`config.mk`:
```
export PLATFORM = sky130hd
export DESIGN_NAME = flash_pe_seq
export DESIGN_NICKNAME = d
export VERILOG_FILES = /design/src/rtl/flash_seq_pkg.sv /design/src/rtl/flash_lock_bank.sv /design/src/rtl/flash_op_timer.sv /design/src/rtl/flash_seq_ctrl.sv /design/src/rtl/flash_pe_seq.sv
export SDC_FILE = /design/constraint.sdc
export NUM_CORES = 1
export LEC_CHECK = 0
export CAP_MARGIN = 40
export CORE_ASPECT_RATIO = 2
export CORE_MARGIN = 1.5
export CORE_UTILIZATION = 30
export CTS_CLUSTER_SIZE = 14
export DETAILED_ROUTE_END_ITERATION = 8
export PLACE_DENSITY_LB_ADDON = 0.15
export SYNTH_ARGS = -nofsm -noshare
export SYNTH_HDL_FRONTEND = slang
export SYNTH_HIERARCHICAL = 1
export SYNTH_SLANG_ARGS = --single-unit
```
`constraint.sdc`:
```
create_clock -name clk -period 4.7 [get_ports clk]
set_clock_uncertainty 0.15 [all_clocks]
set_input_delay 0.705 -clock clk [delete_from_list [all_inputs] [get_ports clk]]
set_output_delay 0.705 -clock clk [all_outputs]
set_load 0.03 [all_outputs]
```
`src/rtl/flash_seq_pkg.sv`:
```
// Shared command codes, sequencer states and status bit positions.
package flash_seq_pkg;

    typedef enum logic [2:0] {
        OP_READ       = 3'd0,
        OP_ERASE      = 3'd1,
        OP_PROG       = 3'd2,
        OP_SUSPEND    = 3'd3,
        OP_RESUME     = 3'd4,
        OP_LOCK       = 3'd5,
        OP_UNLOCK_ALL = 3'd6,
        OP_CLR_STAT   = 3'd7
    } seq_op_e;

    typedef enum logic [2:0] {
        ST_IDLE    = 3'd0,
        ST_ERASE   = 3'd1,
        ST_PROG    = 3'd2,
        ST_ESUSP   = 3'd3,
        ST_PSUSP   = 3'd4,
        ST_ESPROG  = 3'd5
    } seq_state_e;

    localparam int STAT_READY = 7;
    localparam int STAT_ESUSP = 6;
    localparam int STAT_ERR   = 5;
    localparam int STAT_PSUSP = 2;

endpackage

```
`src/rtl/flash_lock_bank.sv`:
```
// Per-block lock bits.
// Assumes: por_n has priority; set and clear are never requested together.
module flash_lock_bank #(
    parameter int BLK_W  = 6,
    localparam int BLOCKS = 1 << BLK_W
) (
    input  logic              clk,
    input  logic              por_n,
    input  logic              set_en,
    input  logic [BLK_W-1:0]  set_blk,
    input  logic              clr_all,
    output logic [BLOCKS-1:0] lock_q
);

    for (genvar i = 0; i < BLOCKS; i++) begin : g_bit
        // One lock flop: power-on sets it, unlock-all clears it, lock sets it.
        always_ff @(posedge clk) begin
            if (!por_n) begin
                lock_q[i] <= 1'b1;
            end else if (clr_all) begin
                lock_q[i] <= 1'b0;
            end else if (set_en && (set_blk == BLK_W'(i))) begin
                lock_q[i] <= 1'b1;
            end
        end
    end

endmodule

```
`src/rtl/flash_op_timer.sv`:
```
// Down-counter standing in for an array algorithm.
// load arms it with CYCLES-1, and run advances it while it is non-zero.
// done is high while the count is zero.
module flash_op_timer #(
    parameter int CYCLES = 24,
    localparam int CNT_W = (CYCLES > 1) ? $clog2(CYCLES) : 1
) (
    input  logic clk,
    input  logic rst_n,
    input  logic load,
    input  logic run,
    output logic done
);

    localparam logic [CNT_W-1:0] LAST = CNT_W'(CYCLES - 1);

    logic [CNT_W-1:0] cnt_q;

    // Load, decrement or hold the remaining count.
    always_ff @(posedge clk) begin
        if (!rst_n) begin
            cnt_q <= '0;
        end else if (load) begin
            cnt_q <= LAST;
        end else if (run && (cnt_q != '0)) begin
            cnt_q <= cnt_q - 1'b1;
        end
    end

    assign done = (cnt_q == '0);

endmodule

```
`src/rtl/flash_seq_ctrl.sv`:
```
// Sequencer state machine. It decides whether each command is accepted
// under the current state, its permission rules and the lock state.
// Assumes: prot_hit is already resolved against the override input;
// e_done and p_done come from timers that this module loads and runs.
module flash_seq_ctrl
    import flash_seq_pkg::*;
#(
    parameter int BLK_W = 6
) (
    input  logic             clk,
    input  logic             rst_n,
    input  logic             cmd_valid,
    input  seq_op_e          cmd_op,
    input  logic [BLK_W-1:0] cmd_blk,
    input  logic             pe_en,
    input  logic             prot_hit,
    input  logic             e_done,
    input  logic             p_done,
    output logic             e_load,
    output logic             e_run,
    output logic             p_load,
    output logic             p_run,
    output logic             lock_set,
    output logic             unlock_all,
    output logic             rd_accept,
    output seq_state_e       state_o,
    output logic             err_o
);

    seq_state_e       state_q, state_d;
    logic             err_q;
    logic [BLK_W-1:0] eblk_q, pblk_q;
    logic             refuse, clr_err, write_ok, sus_cmd, res_cmd;

    assign write_ok = pe_en && !prot_hit;
    assign sus_cmd  = cmd_valid && (cmd_op == OP_SUSPEND);
    assign res_cmd  = cmd_valid && (cmd_op == OP_RESUME);

    // Command admission under the current state.
    always_comb begin
        e_load     = 1'b0;
        p_load     = 1'b0;
        lock_set   = 1'b0;
        unlock_all = 1'b0;
        rd_accept  = 1'b0;
        refuse     = 1'b0;
        clr_err    = 1'b0;
        if (cmd_valid) begin
            unique case (cmd_op)
                OP_READ: begin
                    if ((state_q == ST_IDLE) ||
                        ((state_q == ST_ESUSP) && (cmd_blk != eblk_q)) ||
                        ((state_q == ST_PSUSP) && (cmd_blk != pblk_q)))
                        rd_accept = 1'b1;
                    else
                        refuse = 1'b1;
                end
                OP_ERASE: begin
                    if ((state_q == ST_IDLE) && write_ok) e_load = 1'b1;
                    else refuse = 1'b1;
                end
                OP_PROG: begin
                    if (write_ok && ((state_q == ST_IDLE) ||
                        ((state_q == ST_ESUSP) && (cmd_blk != eblk_q))))
                        p_load = 1'b1;
                    else
                        refuse = 1'b1;
                end
                OP_LOCK: begin
                    if (state_q == ST_IDLE) lock_set = 1'b1;
                    else refuse = 1'b1;
                end
                OP_UNLOCK_ALL: begin
                    if (state_q == ST_IDLE) unlock_all = 1'b1;
                    else refuse = 1'b1;
                end
                OP_CLR_STAT: clr_err = 1'b1;
                OP_SUSPEND, OP_RESUME: ;
            endcase
        end
    end

    // Next state; completion wins over a suspend on the same edge.
    always_comb begin
        state_d = state_q;
        unique case (state_q)
            ST_IDLE: begin
                if (e_load)      state_d = ST_ERASE;
                else if (p_load) state_d = ST_PROG;
            end
            ST_ERASE: begin
                if (e_done)       state_d = ST_IDLE;
                else if (sus_cmd) state_d = ST_ESUSP;
            end
            ST_PROG: begin
                if (p_done)       state_d = ST_IDLE;
                else if (sus_cmd) state_d = ST_PSUSP;
            end
            ST_ESUSP: begin
                if (res_cmd)     state_d = ST_ERASE;
                else if (p_load) state_d = ST_ESPROG;
            end
            ST_PSUSP: begin
                if (res_cmd) state_d = ST_PROG;
            end
            ST_ESPROG: begin
                if (p_done) state_d = ST_ESUSP;
            end
            default: state_d = ST_IDLE;
        endcase
    end

    // Timers advance only while their algorithm owns the array.
    assign e_run = (state_q == ST_ERASE) && !sus_cmd;
    assign p_run = ((state_q == ST_PROG) && !sus_cmd) || (state_q == ST_ESPROG);

    // State, sticky error and target-block registers.
    always_ff @(posedge clk) begin
        if (!rst_n) begin
            state_q <= ST_IDLE;
            err_q   <= 1'b0;
            eblk_q  <= '0;
            pblk_q  <= '0;
        end else begin
            state_q <= state_d;
            if (refuse)       err_q <= 1'b1;
            else if (clr_err) err_q <= 1'b0;
            if (e_load) eblk_q <= cmd_blk;
            if (p_load) pblk_q <= cmd_blk;
        end
    end

    assign state_o = state_q;
    assign err_o   = err_q;

endmodule

```
`src/rtl/flash_pe_seq.sv`:
```
// Top of the program/erase sequencer. It joins the lock bank, two
// algorithm timers and the state machine, and it forms status and the
// forwarded read.
// Assumes: commands are decoded and arrive one per cycle on cmd_*.
module flash_pe_seq
    import flash_seq_pkg::*;
#(
    parameter int ADDR_W    = 22,
    parameter int BLK_W     = 6,
    parameter int ERASE_CYC = 24,
    parameter int PROG_CYC  = 6
) (
    input  logic              clk,
    input  logic              rst_n,
    input  logic              por_n,
    input  logic              prot_ovr,
    input  logic              pe_en,
    input  logic              cmd_valid,
    input  logic [2:0]        cmd_op,
    input  logic [ADDR_W-1:0] cmd_addr,
    input  logic              wide_mode,
    output logic              ready,
    output logic [7:0]        status,
    output logic              rd_en,
    output logic [ADDR_W-1:0] rd_addr
);

    localparam int BLOCKS = 1 << BLK_W;

    logic [BLK_W-1:0]  blk;
    logic [BLOCKS-1:0] lock_q;
    logic              prot_hit, e_done, p_done, e_load, e_run, p_load, p_run;
    logic              lock_set, unlock_all, rd_accept, err;
    seq_state_e        state;

    assign blk      = cmd_addr[ADDR_W-1 -: BLK_W];
    assign prot_hit = lock_q[blk] && !prot_ovr;

    flash_lock_bank #(.BLK_W(BLK_W)) u_locks (
        .clk     (clk),
        .por_n   (por_n),
        .set_en  (lock_set && rst_n),
        .set_blk (blk),
        .clr_all (unlock_all && rst_n),
        .lock_q  (lock_q)
    );

    flash_op_timer #(.CYCLES(ERASE_CYC)) u_etmr (
        .clk (clk), .rst_n (rst_n), .load (e_load), .run (e_run), .done (e_done)
    );

    flash_op_timer #(.CYCLES(PROG_CYC)) u_ptmr (
        .clk (clk), .rst_n (rst_n), .load (p_load), .run (p_run), .done (p_done)
    );

    flash_seq_ctrl #(.BLK_W(BLK_W)) u_ctrl (
        .clk        (clk),
        .rst_n      (rst_n),
        .cmd_valid  (cmd_valid),
        .cmd_op     (seq_op_e'(cmd_op)),
        .cmd_blk    (blk),
        .pe_en      (pe_en),
        .prot_hit   (prot_hit),
        .e_done     (e_done),
        .p_done     (p_done),
        .e_load     (e_load),
        .e_run      (e_run),
        .p_load     (p_load),
        .p_run      (p_run),
        .lock_set   (lock_set),
        .unlock_all (unlock_all),
        .rd_accept  (rd_accept),
        .state_o    (state),
        .err_o      (err)
    );

    // Status assembly from the sequencer state and error flag.
    always_comb begin
        status             = 8'h00;
        status[STAT_READY] = (state == ST_IDLE) || (state == ST_ESUSP) || (state == ST_PSUSP);
        status[STAT_ESUSP] = (state == ST_ESUSP) || (state == ST_ESPROG);
        status[STAT_ERR]   = err;
        status[STAT_PSUSP] = (state == ST_PSUSP);
    end

    assign ready = status[STAT_READY];

    // Register the forwarded read strobe and its address.
    always_ff @(posedge clk) begin
        if (!rst_n) begin
            rd_en   <= 1'b0;
            rd_addr <= '0;
        end else begin
            rd_en <= rd_accept;
            if (rd_accept)
                rd_addr <= wide_mode ? {cmd_addr[ADDR_W-1:1], 1'b0} : cmd_addr;
        end
    end

endmodule

```
==> results.json <==
{
  "tritoncts": "yes",
  "critical_path_required_ps": 4820,
  "drtPass1Iterations": 4,
  "gr-total-overflow": 0,
  "groute.usage.overall": 0.151,
  "io_buffers": 59,
  "cts_made_buffers": 9,
  "worstMarginPinSlew_ps": 798,
  "cts.hold.buffers_added": 0,
  "boundary_pin_count": 64,
  "cp_num_buf_inv": 2,
  "vias_per_cell": 5.22,
  "synth-edff-count": 0,
  "maximum_number_of_pins_on_one_net_before_global_route_repair": 66,
  "synth.distinct_cells": 66,
  "nFillCells": 1854,
  "area_occupied_by_multi_input_gates_um2": 2840,
  "drtAntennaViolNets": 0,
  "slowest_delay_ps": 660,
  "min-delay-path-class": "flip-flop to flip-flop",
  "fp-row-count": 70,
  "dieArea_um2": 19400,
  "antennaDiodeCount": 0,
  "timing.final.crit_share": 0.795,
  "synth-simple-area-share": 0.169,
  "synthArstFlopShare": 0,
  "power_frac_seq": 0.474,
  "start_util": 0.304,
  "grt_pass1_vias": 4364,
  "crit_path_top_delay_cell": "sky130_fd_sc_hd__mux4_1",
  "synth_compound_area_frac": 0.166,
  "layout.core_utilization": 0.364,
  "largest_family_of_logic_cells_by_synthesized_area": "simple AND/OR/NAND/NOR gates",
  "cellInternalPower_w": 0.00155,
  "antenna_violations_before_repair": 0,
  "cell_type_group_with_the_largest_total_delay_on_the_critical_path": "multiplexers",
  "seq_area_frac_synth": 0.401,
  "post_route_cells_drive_above_1_share": 0.125,
  "end_kind": "flip-flop",
  "cts-htree-levels": 3,
  "power.switching_w": 0.000539,
  "share_clk_of_total_power": 0.384,
  "worstSkewPairLatency_ps": 360,
  "pwr-share-comb": 0.142,
  "design_area_um2": 6630,
  "wl_per_cell_um": 17.5,
  "area.sequential_um2": 2220,
  "drc": 0,
  "leakage_nw": 2.65,
  "clock_tree.root_cell": "sky130_fd_sc_hd__clkbuf_16",
  "power_density_nw_per_um2": 315,
  "report.final.slew_viol_count": 0,
  "detailedPlacementHpwl_mm": 9.90,
  "gpl.final_weighted_congestion": 0.742,
  "cts_sinks": 111,
  "die-width_um": 99.1,
  "wl_mm": 14.2,
  "max_clock_freq_mhz": 268,
  "finish.net_count": 624,
  "cp-start-kind": "primary input",
  "max_slew_margin": 0.465,
  "post_cts_resize_count": 0,
  "flow.area_growth_from_synthesis_pct": 19.6,
  "worst_ep_arrival_time_ps": 3850,
  "hold_viol": 0,
  "maxCapViolCount": 0,
  "ys_dominant_reg_cell": "sky130_fd_sc_hd__dfxtp_1",
  "floorplan.core_area_um2": 18200,
  "crit_chain": "buf_2, mux4_1, mux4_2, nor2b_1, o32ai_1, nand4bb_4, or3_1, clkinv_4, o31ai_1, a211oi_1",
  "clock_pin_slew_reported_for_the_worst_setup_and_hold_paths_after_clock_tree_synthesis_ps": 70,
  "number_of_setup_violations_in_the_final_report": 0,
  "yosys_warnings": 6,
  "vias": 4231,
  "yosys_register_bits": 111,
  "chipHeight_um": 195,
  "detailed_place.area_um2": 6320,
  "critical_path_class": "primary input to flip-flop",
  "syn_area_per_cell_um2": 10.1,
  "worst_hold_slack_ps": 324,
  "outcome": "complete, no violations",
  "drt_first_iter_violations": 169,
  "synthMuxAreaShare": 0.145,
  "synthesis.area_um2": 5550,
  "sw_frac_of_total": 0.258,
  "clk_path_buf_depth": 2,
  "max-vdd-ir-drop_v": 0.000216,
  "post-route-min-period_ps": 3730,
  "synthCells": 549,
  "synth_adder_area_share": 0.00677,
  "grt_pass1_wl_mm": 22.9,
  "critical_path_peak_fanout": 28,
  "synth_xor_area_frac": 0.0205,
  "setup_repair_after_global_routing_missed_its_margin": "false",
  "tns_ps": 0,
  "postCtsSetupBuffers": 0
}
through the flow:
step	total power [W]	cells	setup slack (ps)
floorplan	0.00120	552	1150
global placement	0.00131	792	629
detailed placement	0.00131	794	574
CTS	0.00212	810	938
global route	0.00218	810	662
finish	0.00209	810	966
tightest hold or removal path, cell delays in order, from the launching register on:
cell and delay, ps:
sky130_fd_sc_hd__dfxtp_1 320, sky130_fd_sc_hd__nand2_1 60, sky130_fd_sc_hd__mux2i_1 50
layout by cell type, fill, tap and decap left out, drive strengths merged, types with 8 or more instances in the layout:
cell type	n
nor3	8
nand4b	8
o221ai	64
dfxtp	111
mux2i	40
buf	18
nor2b	26
clkbuf	12
nor2	8
nand2	35
nand4bb	9
inv	71
clkdlybuf4s50	56
o21ai	8
mux4	17
metal layers:
layer,wire length [um],part of all wire,GRT usage,vias up
met2,7910,0.56,0.286,58
met5,0,0,0,-
met4,365,0.026,0.0694,0
li1,-,-,-,2080
met1,5600,0.40,0.163,2074
met3,293,0.021,0.0204,19
flip-flops by register name, indices dropped and copies added (netlist names), 3 cells and up:
| register | cells |
|---|---|
| u_locks/lock_q | 64 |
| rd_addr | 22 |
| u_ctrl/eblk_q | 6 |
| u_ctrl/pblk_q | 6 |
| u_etmr/cnt_q | 5 |
| u_ctrl/state_o | 3 |
| u_ptmr/cnt_q | 3 |
path summary, 6_finish.rpt:
path,endpoint,slack (ps),start,cells after the start
max,u_etmr/cnt_q[1],970,cmd_addr[17],10
max reg2reg,u_etmr/cnt_q[1],1630,u_locks/lock_q[59],9
min reg2reg,u_ctrl/pblk_q[3],320,u_ctrl/pblk_q[3],2
min,u_ctrl/pblk_q[3],320,u_ctrl/pblk_q[3],2
cells by family (layout without fill, tap and decap cells):
group,after synthesis,in the layout
and+or+nand+nor,139,139
buffers and inverters,119,161
DFF,111,111
AOI/OAI and AO/OA,106,106
muxes,57,57
xor gates and xnor gates,13,13
adders and majority gates,3,3
other,1,4
area by class of cell:
type,count,area share
Sequential cell,111,0.335
Multi-Input combinational cell,322,0.428
Tap cell,216,0.0407
Inverter,71,0.0409
Timing Repair Buffer,74,0.109
Clock inverter,4,0.00792
Clock buffer,12,0.0387
Yosys cell counts (all sizes together), types with 2 or more instances:
| library cell | count | area share |
|---|---|---|
| or4b | 6 | 0.012 |
| nor4bb | 2 | 0.0036 |
| nand2 | 35 | 0.024 |
| or3b | 3 | 0.0047 |
| mux4 | 17 | 0.073 |
| xor2 | 7 | 0.011 |
| nand3b | 5 | 0.0068 |
| o22ai | 3 | 0.0034 |
| o221ai | 64 | 0.11 |
| o21a | 3 | 0.0041 |
| inv | 70 | 0.047 |
| buf | 24 | 0.026 |
| nor3b | 2 | 0.0027 |
| o31a | 3 | 0.0050 |
| mux2i | 40 | 0.072 |
| nand2b | 4 | 0.0059 |
| and2 | 7 | 0.0081 |
| o31ai | 4 | 0.0063 |
| a21oi | 5 | 0.0045 |
| nor3 | 8 | 0.0081 |
| nand3 | 3 | 0.0027 |
| nand4 | 3 | 0.0034 |
| nand4b | 8 | 0.013 |
| ha | 3 | 0.0068 |
| nor2b | 26 | 0.029 |
| o21ai | 8 | 0.0072 |
| nand4bb | 9 | 0.021 |
| nor2 | 8 | 0.0059 |
| a21boi | 7 | 0.0095 |
| clkbuf | 24 | 0.016 |
| or3 | 4 | 0.0056 |
| xnor2 | 6 | 0.0095 |
| a211oi | 2 | 0.0027 |
| dfxtp | 111 | 0.40 |
power groups by stage:
| stage | Combinational [W] | Sequential (W) | Clock, W |
|---|---|---|---|
| floorplan | 0.000192 | 0.00101 | 0 |
| global placement | 0.000295 | 0.00101 | 0 |
| detailed placement | 0.000299 | 0.00101 | 0 |
| CTS | 0.000300 | 0.000991 | 0.000829 |
| global route | 0.000322 | 0.000996 | 0.000865 |
| finish | 0.000296 | 0.000992 | 0.000802 |
No activity file was read; power rests on OpenSTA's default activity.
